`src/rtl/mesi_pkg.sv`:
```
package mesi_pkg;
  typedef enum logic [1:0] {ST_I = 2'd0, ST_S = 2'd1, ST_E = 2'd2, ST_M = 2'd3} line_st_t;
  typedef enum logic [1:0] {BC_NONE = 2'd0, BC_RD = 2'd1, BC_RFO = 2'd2, BC_WB = 2'd3} bus_cmd_t;
  typedef enum logic [1:0] {SC_NONE = 2'd0, SC_RD = 2'd1, SC_RFO = 2'd2, SC_INV = 2'd3} snp_cmd_t;
  typedef enum logic [1:0] {C_IDLE = 2'd0, C_EVICT = 2'd1, C_FETCH = 2'd2, C_SWB = 2'd3} ctl_st_t;
endpackage

```
`src/rtl/mesi_line_store.sv`:
```
module mesi_line_store
  import mesi_pkg::*;
#(
  parameter int LINES  = 4,
  parameter int TAG_W  = 6,
  parameter int DATA_W = 16,
  localparam int IDX_W = $clog2(LINES)
) (
  input  logic              clk,
  input  logic              rst_n,
  input  logic [IDX_W-1:0]  a_idx,
  output line_st_t          a_state,
  output logic [TAG_W-1:0]  a_tag,
  output logic [DATA_W-1:0] a_data,
  input  logic [IDX_W-1:0]  b_idx,
  output line_st_t          b_state,
  output logic [TAG_W-1:0]  b_tag,
  output logic [DATA_W-1:0] b_data,
  input  logic              wr_en,
  input  logic [IDX_W-1:0]  wr_idx,
  input  line_st_t          wr_state,
  input  logic              wr_fill,
  input  logic [TAG_W-1:0]  wr_tag,
  input  logic [DATA_W-1:0] wr_data
);
  line_st_t          st_q   [LINES];
  logic [TAG_W-1:0]  tag_q  [LINES];
  logic [DATA_W-1:0] data_q [LINES];

  for (genvar g = 0; g < LINES; g++) begin : g_line
    always_ff @(posedge clk) begin
      if (!rst_n) begin
        st_q[g]   <= ST_I;
        tag_q[g]  <= '0;
        data_q[g] <= '0;
      end else if (wr_en && wr_idx == IDX_W'(g)) begin
        st_q[g] <= wr_state;
        if (wr_fill) begin
          tag_q[g]  <= wr_tag;
          data_q[g] <= wr_data;
        end
      end
    end
  end

  assign a_state = st_q[a_idx];
  assign a_tag   = tag_q[a_idx];
  assign a_data  = data_q[a_idx];
  assign b_state = st_q[b_idx];
  assign b_tag   = tag_q[b_idx];
  assign b_data  = data_q[b_idx];
endmodule

```
`src/rtl/mesi_snoop_resp.sv`:
```
module mesi_snoop_resp
  import mesi_pkg::*;
#(
  parameter int TAG_W = 6
) (
  input  logic             active,
  input  snp_cmd_t         cmd,
  input  logic [TAG_W-1:0] tag,
  input  line_st_t         line_state,
  input  logic [TAG_W-1:0] line_tag,
  output logic             shared,
  output logic             retry,
  output logic             upd,
  output line_st_t         nxt_state,
  output logic             wb_inv
);
  logic hit;

  always_comb begin
    hit       = active && (cmd != SC_NONE) && (line_state != ST_I) && (line_tag == tag);
    shared    = hit && (cmd == SC_RD);
    retry     = hit && (line_state == ST_M);
    upd       = hit && (line_state != ST_M);
    wb_inv    = (cmd != SC_RD);
    nxt_state = (cmd == SC_RD) ? ST_S : ST_I;
  end
endmodule

```
`src/rtl/mesi_cache_ctrl.sv`:
```
module mesi_cache_ctrl
  import mesi_pkg::*;
#(
  parameter int LINES  = 4,
  parameter int ADDR_W = 8,
  parameter int DATA_W = 16
) (
  input  logic              clk,
  input  logic              rst_n,
  input  logic              cpu_valid,
  input  logic              cpu_we,
  input  logic [ADDR_W-1:0] cpu_addr,
  input  logic [DATA_W-1:0] cpu_wdata,
  output logic              cpu_ready,
  output logic [DATA_W-1:0] cpu_rdata,
  output logic              bus_valid,
  output logic [1:0]        bus_cmd,
  output logic [ADDR_W-1:0] bus_addr,
  output logic [DATA_W-1:0] bus_wdata,
  input  logic              bus_ready,
  input  logic [DATA_W-1:0] bus_rdata,
  input  logic              bus_shared_in,
  input  logic              bus_retry_in,
  input  logic              snp_valid,
  input  logic [1:0]        snp_cmd,
  input  logic [ADDR_W-1:0] snp_addr,
  output logic              snp_shared,
  output logic              snp_retry
);
  localparam int IDX_W = $clog2(LINES);
  localparam int TAG_W = ADDR_W - IDX_W;

  ctl_st_t           st_q, st_d;
  logic [IDX_W-1:0]  swb_idx_q;
  logic              swb_inv_q;

  logic [IDX_W-1:0]  cpu_idx, snp_idx, b_idx;
  logic [TAG_W-1:0]  cpu_tag, snp_tag;
  line_st_t          a_state, b_state;
  logic [TAG_W-1:0]  a_tag, b_tag;
  logic [DATA_W-1:0] a_data, b_data;

  logic              wr_en, wr_fill;
  logic [IDX_W-1:0]  wr_idx;
  line_st_t          wr_state;
  logic [TAG_W-1:0]  wr_tag;
  logic [DATA_W-1:0] wr_data;

  logic              sr_upd, sr_wb_inv;
  line_st_t          sr_nxt;
  bus_cmd_t          bcmd;

  logic idle, cpu_go, cpu_match, rd_hit, wr_hit, need_evict;

  assign cpu_idx = cpu_addr[IDX_W-1:0];
  assign cpu_tag = cpu_addr[ADDR_W-1:IDX_W];
  assign snp_idx = snp_addr[IDX_W-1:0];
  assign snp_tag = snp_addr[ADDR_W-1:IDX_W];
  assign b_idx   = (st_q == C_SWB) ? swb_idx_q : snp_idx;

  mesi_line_store #(.LINES(LINES), .TAG_W(TAG_W), .DATA_W(DATA_W)) u_store (
    .clk(clk), .rst_n(rst_n),
    .a_idx(cpu_idx), .a_state(a_state), .a_tag(a_tag), .a_data(a_data),
    .b_idx(b_idx), .b_state(b_state), .b_tag(b_tag), .b_data(b_data),
    .wr_en(wr_en), .wr_idx(wr_idx), .wr_state(wr_state), .wr_fill(wr_fill),
    .wr_tag(wr_tag), .wr_data(wr_data)
  );

  mesi_snoop_resp #(.TAG_W(TAG_W)) u_snoop (
    .active(idle && snp_valid), .cmd(snp_cmd_t'(snp_cmd)), .tag(snp_tag),
    .line_state(b_state), .line_tag(b_tag),
    .shared(snp_shared), .retry(snp_retry), .upd(sr_upd),
    .nxt_state(sr_nxt), .wb_inv(sr_wb_inv)
  );

  assign idle       = (st_q == C_IDLE);
  assign cpu_go     = idle && cpu_valid && !snp_valid;
  assign cpu_match  = (a_state != ST_I) && (a_tag == cpu_tag);
  assign rd_hit     = !cpu_we && cpu_match;
  assign wr_hit     = cpu_we && cpu_match && (a_state == ST_E || a_state == ST_M);
  assign need_evict = (a_state == ST_M) && (a_tag != cpu_tag);
  assign cpu_ready  = cpu_go && (rd_hit || wr_hit);
  assign cpu_rdata  = a_data;
  assign bus_cmd    = bcmd;

  always_comb begin
    st_d      = st_q;
    wr_en     = 1'b0;
    wr_fill   = 1'b0;
    wr_idx    = cpu_idx;
    wr_state  = ST_I;
    wr_tag    = cpu_tag;
    wr_data   = cpu_wdata;
    bus_valid = 1'b0;
    bcmd      = BC_NONE;
    bus_addr  = '0;
    bus_wdata = '0;
    unique case (st_q)
      C_IDLE: begin
        if (snp_retry) begin
          st_d = C_SWB;
        end else if (sr_upd) begin
          wr_en    = 1'b1;
          wr_idx   = snp_idx;
          wr_state = sr_nxt;
        end else if (cpu_go) begin
          if (wr_hit) begin
            wr_en    = 1'b1;
            wr_fill  = 1'b1;
            wr_state = ST_M;
          end else if (!rd_hit) begin
            st_d = need_evict ? C_EVICT : C_FETCH;
          end
        end
      end
      C_EVICT: begin
        bus_valid = 1'b1;
        bcmd      = BC_WB;
        bus_addr  = {a_tag, cpu_idx};
        bus_wdata = a_data;
        if (bus_ready) begin
          wr_en    = 1'b1;
          wr_state = ST_I;
          st_d     = C_FETCH;
        end
      end
      C_FETCH: begin
        bus_valid = 1'b1;
        bcmd      = cpu_we ? BC_RFO : BC_RD;
        bus_addr  = cpu_addr;
        if (bus_ready) begin
          st_d = C_IDLE;
          if (!bus_retry_in) begin
            wr_en    = 1'b1;
            wr_fill  = 1'b1;
            wr_data  = bus_rdata;
            wr_state = cpu_we ? ST_M : (bus_shared_in ? ST_S : ST_E);
          end
        end
      end
      C_SWB: begin
        bus_valid = 1'b1;
        bcmd      = BC_WB;
        bus_addr  = {b_tag, swb_idx_q};
        bus_wdata = b_data;
        if (bus_ready) begin
          wr_en    = 1'b1;
          wr_idx   = swb_idx_q;
          wr_state = swb_inv_q ? ST_I : ST_S;
          st_d     = C_IDLE;
        end
      end
      default: st_d = C_IDLE;
    endcase
  end

  always_ff @(posedge clk) begin
    if (!rst_n) begin
      st_q      <= C_IDLE;
      swb_idx_q <= '0;
      swb_inv_q <= 1'b0;
    end else begin
      st_q <= st_d;
      if (snp_retry) begin
        swb_idx_q <= snp_idx;
        swb_inv_q <= sr_wb_inv;
      end
    end
  end
endmodule

```
`config.mk`:
```
export PLATFORM = sky130hd
export DESIGN_NAME = mesi_cache_ctrl
export DESIGN_NICKNAME = d
export VERILOG_FILES = /design/src/rtl/mesi_pkg.sv /design/src/rtl/mesi_line_store.sv /design/src/rtl/mesi_snoop_resp.sv /design/src/rtl/mesi_cache_ctrl.sv
export SDC_FILE = /design/constraint.sdc
export NUM_CORES = 1
export LEC_CHECK = 0
export BUFFER_PORTS_ARGS = -buffer_cell sky130_fd_sc_hd__buf_2
export CELL_PAD_IN_SITES_DETAIL_PLACEMENT = 1
export CELL_PAD_IN_SITES_GLOBAL_PLACEMENT = 1
export CORE_AREA = 2 2 141 102
export DETAILED_ROUTE_END_ITERATION = 6
export DIE_AREA = 0 0 143 104
export PLACE_DENSITY = 0.87
export SKIP_LAST_GASP = 1
export SLEW_MARGIN = 20
export SYNTH_ARGS = -nofsm -noshare
export SYNTH_HDL_FRONTEND = slang
export SYNTH_SLANG_ARGS = --single-unit
```
`constraint.sdc`:
```
create_clock -name clk -period 5.49 [get_ports clk]
set_input_delay 0.549 -clock clk [delete_from_list [all_inputs] [get_ports clk]]
set_output_delay 0.549 -clock clk [all_outputs]
set_load 0.005 [all_outputs]
```
== Word-level counts from Yosys, hierarchy flattened ==
Memory sizes are Yosys's and may differ from the RTL's.
Cells that the tools add are included.

* Flip-flop bits (word level): 5
* Latch bits: 0
* Memory bits (writable): 96
* Bits in read-only memories: 0
* Bits of input ports: 58
* Output and inout port bits: 46
* Word-level logic and storage cells: 154
* Memories: 3

{| class="wikitable"
|+ Memories
! name !! depth !! bits a word !! rd ports !! clocked after Yosys merged registers in !! wr ports !! line !! text
|-
| u_store.data_q || 4 || 16 || 2 || 0 || 4 || mesi_line_store.sv:28 || <nowiki>logic [DATA_W-1:0] data_q [LINES];</nowiki>
|-
| u_store.tag_q || 4 || 6 || 2 || 0 || 4 || mesi_line_store.sv:27 || <nowiki>logic [TAG_W-1:0] tag_q [LINES];</nowiki>
|-
| u_store.st_q || 4 || 2 || 2 || 0 || 4 || mesi_line_store.sv:26 || <nowiki>line_st_t st_q [LINES];</nowiki>
|}

* Add/sub/neg operators: 0
* $mul: 0
* Divide/modulo/power cells: 0
* Order comparisons: 0
* Equality and inequality tests: 21
* Shift operators: 0
* Mux-type cells: 83
* Bitwise gates (word level): 12
* Reduce and logical (&&, ||, !) cells: 32

{| class="wikitable"
|+ Operators by type and width
! operator !! number
|-
| 2-to-1 mux 16 bit || 7
|-
| 2-to-1 mux 2 bit || 25
|-
| 2-to-1 mux 1 bit || 39
|-
| case mux 16 bit (2 select lines) || 1
|-
| 2-to-1 mux 6 bit || 4
|-
| case mux 8 bit (3 select lines) || 1
|-
| logical AND 1 bit || 19
|-
| == test 2 bit, second input constant || 7
|-
| == test 6 bit || 2
|-
| bitwise OR 1 bit || 12
|-
| inequality test 3 bit, second input constant || 3
|-
| case mux 2 bit (2 select lines) || 2
|-
| case mux 2 bit (4 select lines) || 1
|-
| == test 2 x 1 -> 1 bit, second input constant || 3
|-
| inequality test 6 bit || 1
|-
| case mux 2 bit (3 select lines) || 1
|-
| AND reduction 6 bit || 1
|-
| nonzero test 2 bit || 3
|-
| zero test 2 bit || 2
|-
| inequality test 2 x 1 -> 1 bit, second input constant || 2
|-
| inequality test 2 bit, second input constant || 2
|-
| OR reduction 2 bit || 2
|-
| inequality test 3 x 2 -> 1 bit, second input constant || 1
|-
| case mux 1 bit (3 select lines) || 1
|-
| 4 further kinds || 6
|}

== Depth between registers and ports, before layout ==
Gate-level depths: netlist of run 1.
An unclocked memory read counts as a cell.

* Depth after elaboration: 16
* Mapped depth: 12
* Mapped depth without buffers: 9

== Cells and area by module ==
From an unflattened synthesis of run 1, not the netlist that was laid out.

* Cell total of the unflattened synthesis: 484
* Area, all modules: 5989.5 um^2

{| class="wikitable"
|+ By module, submodules not included
! module !! times used !! cells each !! area an instance (um^2) !! sequential area each (um^2)
|-
| mesi_line_store || 1 || 308 || 4669.5 || 2882.8
|-
| mesi_cache_ctrl || 1 || 156 || 1178.6 || 100.1
|-
| mesi_snoop_resp || 1 || 20 || 141.4 || 0.0
|}

== Worst setup path after synthesis of run 1 ==
No wires, ideal clock.

* Path kind: reg-to-reg
* Start point: reg st_q[0]
* End point: mem u_store.data_q[0][0], enable pin
* Setup time: 432 ps
* Arrival: 4651 ps
* Required time: 5058 ps
* Path slack: 407 ps
* Stages on the path, launching flop included: 11
* Path buffers: 2
* Clock period less this slack: 5083 ps
* Path through: dfxtp_1 > ha_1 > mux2i_2 > buf_2 > mux4_2 > xnor2_1 > nand2_1 > nor4_4 > mux2i_1 > clkbuf_1 > o21ai_0

{| class="wikitable"
|+ RTL lines
! item !! line !! text
|-
| start, declared || mesi_cache_ctrl.sv:33 || <nowiki>ctl_st_t st_q, st_d;</nowiki>
|-
| start signal, assigned || mesi_cache_ctrl.sv:163 || <nowiki>st_q <= st_d;</nowiki>
|-
| end, declared || mesi_line_store.sv:28 ||
|}

==> reports/metrics.yaml, run 1 <==
outcome: "completed"
design_area_um2: 7220
grt_pass1_wl_um: 30800
grt.total_usage: 0.274
grt_remaining_overflow: 0
io_pins: 104
pre_cts_slack_ns: 0.914
syn_area_per_cell_um2: 12.2
synthCells: 500
switchingPower_mw: 0.747
slew_violations: 0
hpwl_um: 13700
cp-start-kind: "flop"
drc_errors: 0
drtAntennaViolNets: 0
worst-setup-path-type: "flop to flop"
cts_tree: "yes"
rsz0062_at_grt: "false"
max_freq_ghz: 0.217
hold_path_end: "st_q[1]"
dieArea_um2: 14900
clock_skew_ns: 0.00463
grt_max_degree: 97
finalSetupTns_ns: 0
fin_ws_ns: 0.884
path_max_fanout: 19
start_util: 0.449
synth_nets: 563
cts_root_buffer: "clkbuf_16"
timing.final.crit_share: 0.839
total_power_mw: 2.19
async_flop_share: 0
ys_seq_elements: 101
antenna_found_initial: 1
max_cap_violations: 0
synth_edf_count: 96
num_vias: 5117
reg2reg_depth: 11
die_w_um: 143
first_iter_violations: 438
worstHoldPathType: "flop to flop"
finalNetCount: 657
synth-seq-area-share: 0.490
p_leak_nw: 2.67
multi_input_area_um2: 2970
seqPwrFrac: 0.411
postLayoutCoreUtil: 0.533
r2r_setup_slack_ns: 0.88
seq_area_um2: 2980
placed_cells: 773
irDropWorstVdd_v: 0.000156
synthFlopType: "edfxtp_1"
grt_pass1_vias: 5473
cp-end-kind: "flop"
power.internal_mw: 1.45
die_h_um: 104
wl_um: 19700
rows: 36
finalCriticalPeriod_ns: 4.61
postCtsSetupRepairBufs: 0
r2r-end: "u_store.st_q[0][1]"
crit_required_ns: 5.56
hold_start: "st_q[1]"
power.density_nw_per_um2: 304
fillers: 1443
arrival_ns: 4.68
hold_violations: 0
r2r_start: "st_q[0]"
instances_no_fill: 790
first_pass_iters: 5
clockBufferDepth: 2
postPlaceCellArea_um2: 6920
holdPathStages: 2
cts_repair_resize_count: 0
cts_hold_buf: 0
combPwrFrac: 0.301
p_clk_frac: 0.288
drive_above_1_share: 0.347
swShare: 0.340
drt-wirelength-per-cell_um: 24.9
core_area_um2: 13600
syn_area_um2: 6090
vias_per_cell: 6.48
cts_buffers: 9
h-tree-depth: 3
gp_congestion: 0.832
syn_to_final_growth_pct: 18.6
timing.hold.ws_ns: 0.529
ys_types: 42
clk_pin_slew_ns: 0.07
setup_viol: 0
io_buffers: 103
worst_slew_pin_slew_ns: 0.789
insertion_delay_ns: 0.35
yosysWarnings: 0
cts.sinks: 101
slew_headroom: 0.469
-- cells by family (layout without fill, tap and decap cells) --
kind of cell | Yosys count | after routing | share of synthesized area
AND/OR/NAND/NOR | 183 | 183 | 0.154
flip-flops | 101 | 101 | 0.490
AO/OA/AOI/OAI | 84 | 84 | 0.0931
multiplexers | 66 | 66 | 0.205
buffers and inverters | 50 | 149 | 0.0325
XOR/XNOR | 11 | 11 | 0.0158
adder cells (fa/ha/maj) | 5 | 5 | 0.0103
other | 0 | 1 | 0
-- registers in the layout, summed over array words and instances (netlist names) --
| name | count |
|---|---|
| u_store.data_q | 64 |
| u_store.tag_q | 24 |
| u_store.st_q | 8 |
| st_q | 2 |
| swb_idx_q | 2 |
| swb_inv_q | 1 |
-- per-layer routing --
| layer | share of wire | track usage | wire, um |
|---|---|---|---|
| met3 | 0.084 | 0.0534 | 1650 |
| met4 | 0.022 | 0.0990 | 433 |
| met2 | 0.50 | 0.454 | 9800 |
| met1 | 0.40 | 0.361 | 7820 |
| met5 | 0 | 0 | 0 |
-- critical path, cell delays in order (launching register included) --
cell	delay, ns
dfxtp_1	0.41
ha_1	0.29
buf_4	0.32
mux2i_4	0.29
buf_4	0.26
mux4_2	0.36
xnor2_1	0.16
o2111ai_1	0.26
nor4_4	0.77
mux2i_2	0.69
buf_4	0.34
o21ai_0	0.16
-- how the worst max path moves through the flow --
stage | startpoint | end | slack, ns | cells after the start
floorplan | st_q[0] | u_store.data_q[0][0] | 0.41 | 10
global placement | st_q[1] | u_store.st_q[0][0] | 1.17 | 11
detailed placement | st_q[0] | u_store.st_q[0][0] | 0.91 | 11
CTS | st_q[0] | u_store.st_q[0][1] | 0.87 | 11
global route | st_q[0] | u_store.st_q[0][0] | 0.65 | 11
finish | st_q[0] | u_store.st_q[0][1] | 0.88 | 11
-- final cells by class --
class | instances | share of cell area
Sequential cell | 101 | 0.413
Multi-Input combinational cell | 349 | 0.411
Timing Repair Buffer | 127 | 0.0980
Clock buffer | 13 | 0.0388
Tap cell | 190 | 0.0329
Inverter | 6 | 0.00312
Clock inverter | 3 | 0.00242
Antenna cell | 1 | 0.000346
-- cell usage in the layout, fill, tap and decap left out, drive strengths merged, types with 6 or more instances in the layout --
master and n:
buf 127, nor3 98, edfxtp 96, mux4 46
a21oi 25, nand2 24, nor2 19, o21ai 18
mux2i 18, a22o 17, and3 17, clkbuf 13
xnor2 10, nor2b 8, inv 6, a222oi 6
-- synthesized netlist by cell type (8+ instances only) --
cell | count | area (um^2)
mux4_2 | 46 | 1040
o21ai_0 | 18 | 90.1
nand2_1 | 24 | 90.1
xnor2_1 | 10 | 87.6
a21oi_1 | 25 | 125
nor3_1 | 98 | 490
and3_1 | 17 | 106
nor2_1 | 19 | 71.3
mux2i_1 | 16 | 160
edfxtp_1 | 96 | 2880
nor2b_1 | 8 | 50.1
clkbuf_1 | 31 | 116
a22o_1 | 17 | 149
-- power groups by stage --
stage	logic (mW)	registers (mW)	clock network, mW
global placement	0.616	0.911	0
CTS	0.650	0.901	0.636
floorplan	0.407	0.907	0
global route	0.703	0.904	0.661
finish	0.661	0.902	0.631
detailed placement	0.644	0.917	0
(Power assumes the default switching activity.)
==> inputs of run 2 (changes only) <==
clock period = 4.56 ns   (was 5.49 ns; I/O delays follow)
==> run 2 against run 1 <==
Net effect: wire length increased by 4.7%; die area stayed put; sequential share of layout area is 0.42 points lower; via count shrank 0.29%; setup slack got worse by 0.63 ns; cell count is 0.51% higher; power grew 27%; final area up 1.0%; first-iteration DRC count up 30%; highest routed layer unchanged.
==> reports/metrics.yaml, run 2 (synthesized netlist as in run 1, its figures left out) <==
clk_pin_slew_ns: 0.07  # about the same
largest_reg_flops: 64  # unchanged
grt_pass1_vias: 5430  # -0.79%
multi_input_area_um2: 2960  # -0.29%
outcome: "completed"
rsz0062_at_grt: "false"
die_h_um: 104  # unchanged
cts_repair_resize_count: 0  # unchanged
setup_viol: 0  # unchanged
finalNetCount: 662  # +0.76%
slew_headroom: 0.575  # +0.105
vias_per_cell: 6.43  # -0.80%
top_register: "u_store.data_q"
start_util: 0.449  # unchanged
h-tree-depth: 3  # unchanged
grt.total_usage: 0.283  # +0.00815
insertion_delay_ns: 0.35  # about the same
timing.final.crit_share: 0.945  # +0.106
final_cell_mix: "buf_2, nor3_1, edfxtp_1"
syn_to_final_growth_pct: 19.8
wl_um: 20600  # +4.7%
cts.sinks: 101  # unchanged
cts_tree: "yes"
placed_cells: 778  # +0.65%
cts_hold_buf: 0  # unchanged
hold_violations: 0  # unchanged
grt_pass1_wl_um: 31500  # +2.1%
io_pins: 104  # unchanged
max_freq_ghz: 0.232  # +6.9%
path_max_fanout: 21  # +2
max_cap_violations: 0  # unchanged
diodes: 0  # -1
largestRegisters: "u_store.data_q x64, u_store.tag_q x24, u_store.st_q x8"
crit_required_ns: 4.63  # -0.93 ns
grt_max_degree: 97  # unchanged
core_area_um2: 13600  # unchanged
arrival_ns: 4.38  # -0.30 ns
grt_remaining_overflow: 0  # unchanged
dieArea_um2: 14900  # unchanged
worst-setup-path-type: "flop to flop"
drtAntennaViolNets: 0  # unchanged
drive_above_1_share: 0.351  # +0.00375
cp-start-kind: "flop"
instances_no_fill: 794  # +0.51%
clock_skew_ns: 0.0106  # +0.00594 ns
slew_violations: 0  # unchanged
irDropWorstVdd_v: 0.000227  # +46%
drt-wirelength-per-cell_um: 26.0  # +4.2%
first_iter_violations: 568  # +30%
gp_congestion: 0.883  # +6.2%
cts_root_buffer: "clkbuf_16"
timing.hold.ws_ns: 0.469  # -0.0601 ns
num_vias: 5102  # -0.29%
power.density_nw_per_um2: 383  # +26%
finalSetupTns_ns: 0  # unchanged
drc_errors: 0  # unchanged
hpwl_um: 14000  # +2.2%
fillers: 1433  # -0.69%
finalCriticalPeriod_ns: 4.31  # -0.297 ns
cts_buffers: 9  # unchanged
io_buffers: 103  # unchanged
first_pass_iters: 5  # unchanged
die_w_um: 143  # unchanged
worstHoldPathType: "primary input to flop"
postCtsSetupRepairBufs: 0  # unchanged
p_leak_nw: 2.71  # +1.6%
rows: 36  # unchanged
antenna_found_initial: 0  # -1
clockBufferDepth: 2  # unchanged
seq_area_um2: 2980  # unchanged
cp-end-kind: "flop"
worst_slew_pin_slew_ns: 0.638  # -0.151 ns
final_common_cell: "buf_2"
## run 2: per-layer routing
metal	global-route usage	vias to the layer above	wire length, um
met5	0	-	0
met4	0.0863	0	440
met3	0.0732	42	2030
met2	0.465	314	10200
met1	0.368	2551	7940
li1	-	2195	-
## run 2: worst paths after layout
check,startpoint,to,slack [ns],depth (start not counted)
max reg2reg,st_q[1],u_store.tag_q[3][1],0.25,10
min,snp_addr[1],swb_idx_q[1],0.47,3
min reg2reg,st_q[1],st_q[1],0.53,2
max,st_q[1],u_store.tag_q[3][1],0.25,10
## run 2: stage by stage
step	total power, mW	utilization	worst slack (ns)	instance area, um^2
2_1_floorplan	1.58	-	0.0732	6090
3_3_place_gp	1.85	0.513	0.523	6950
3_5_place_dp	1.89	0.513	0.339	6950
4_1_cts	2.79	0.538	0.262	7300
5_1_grt	2.89	0.538	0.122	7300
6_report	2.79	0.538	0.251	7300
## run 2: cell type report
type,count,area share
clock inverter,7,0.0165
clock buffer,9,0.0309
tap,190,0.0326
multi-input combinational,349,0.406
sequential,101,0.409
inverter,6,0.00309
timing repair buffer,132,0.102
## run 2: critical path, cell delays in order (launching register included)
cell and delay (ns):
dfxtp_1 0.40, ha_1 0.34, mux2i_4 0.55, mux4_2 0.63, xnor2_1 0.18, o2111ai_1 0.29, nor4_4 0.40, buf_4 0.24
mux2i_2 0.44, buf_4 0.39, nor3_1 0.15
## run 2: power breakdown
| part | switching (mW) | internal, mW |
|---|---|---|
| Sequential | 0.0293 | 1.06 |
| Combinational | 0.555 | 0.259 |
| Clock | 0.353 | 0.540 |
| Total | 0.937 | 1.86 |
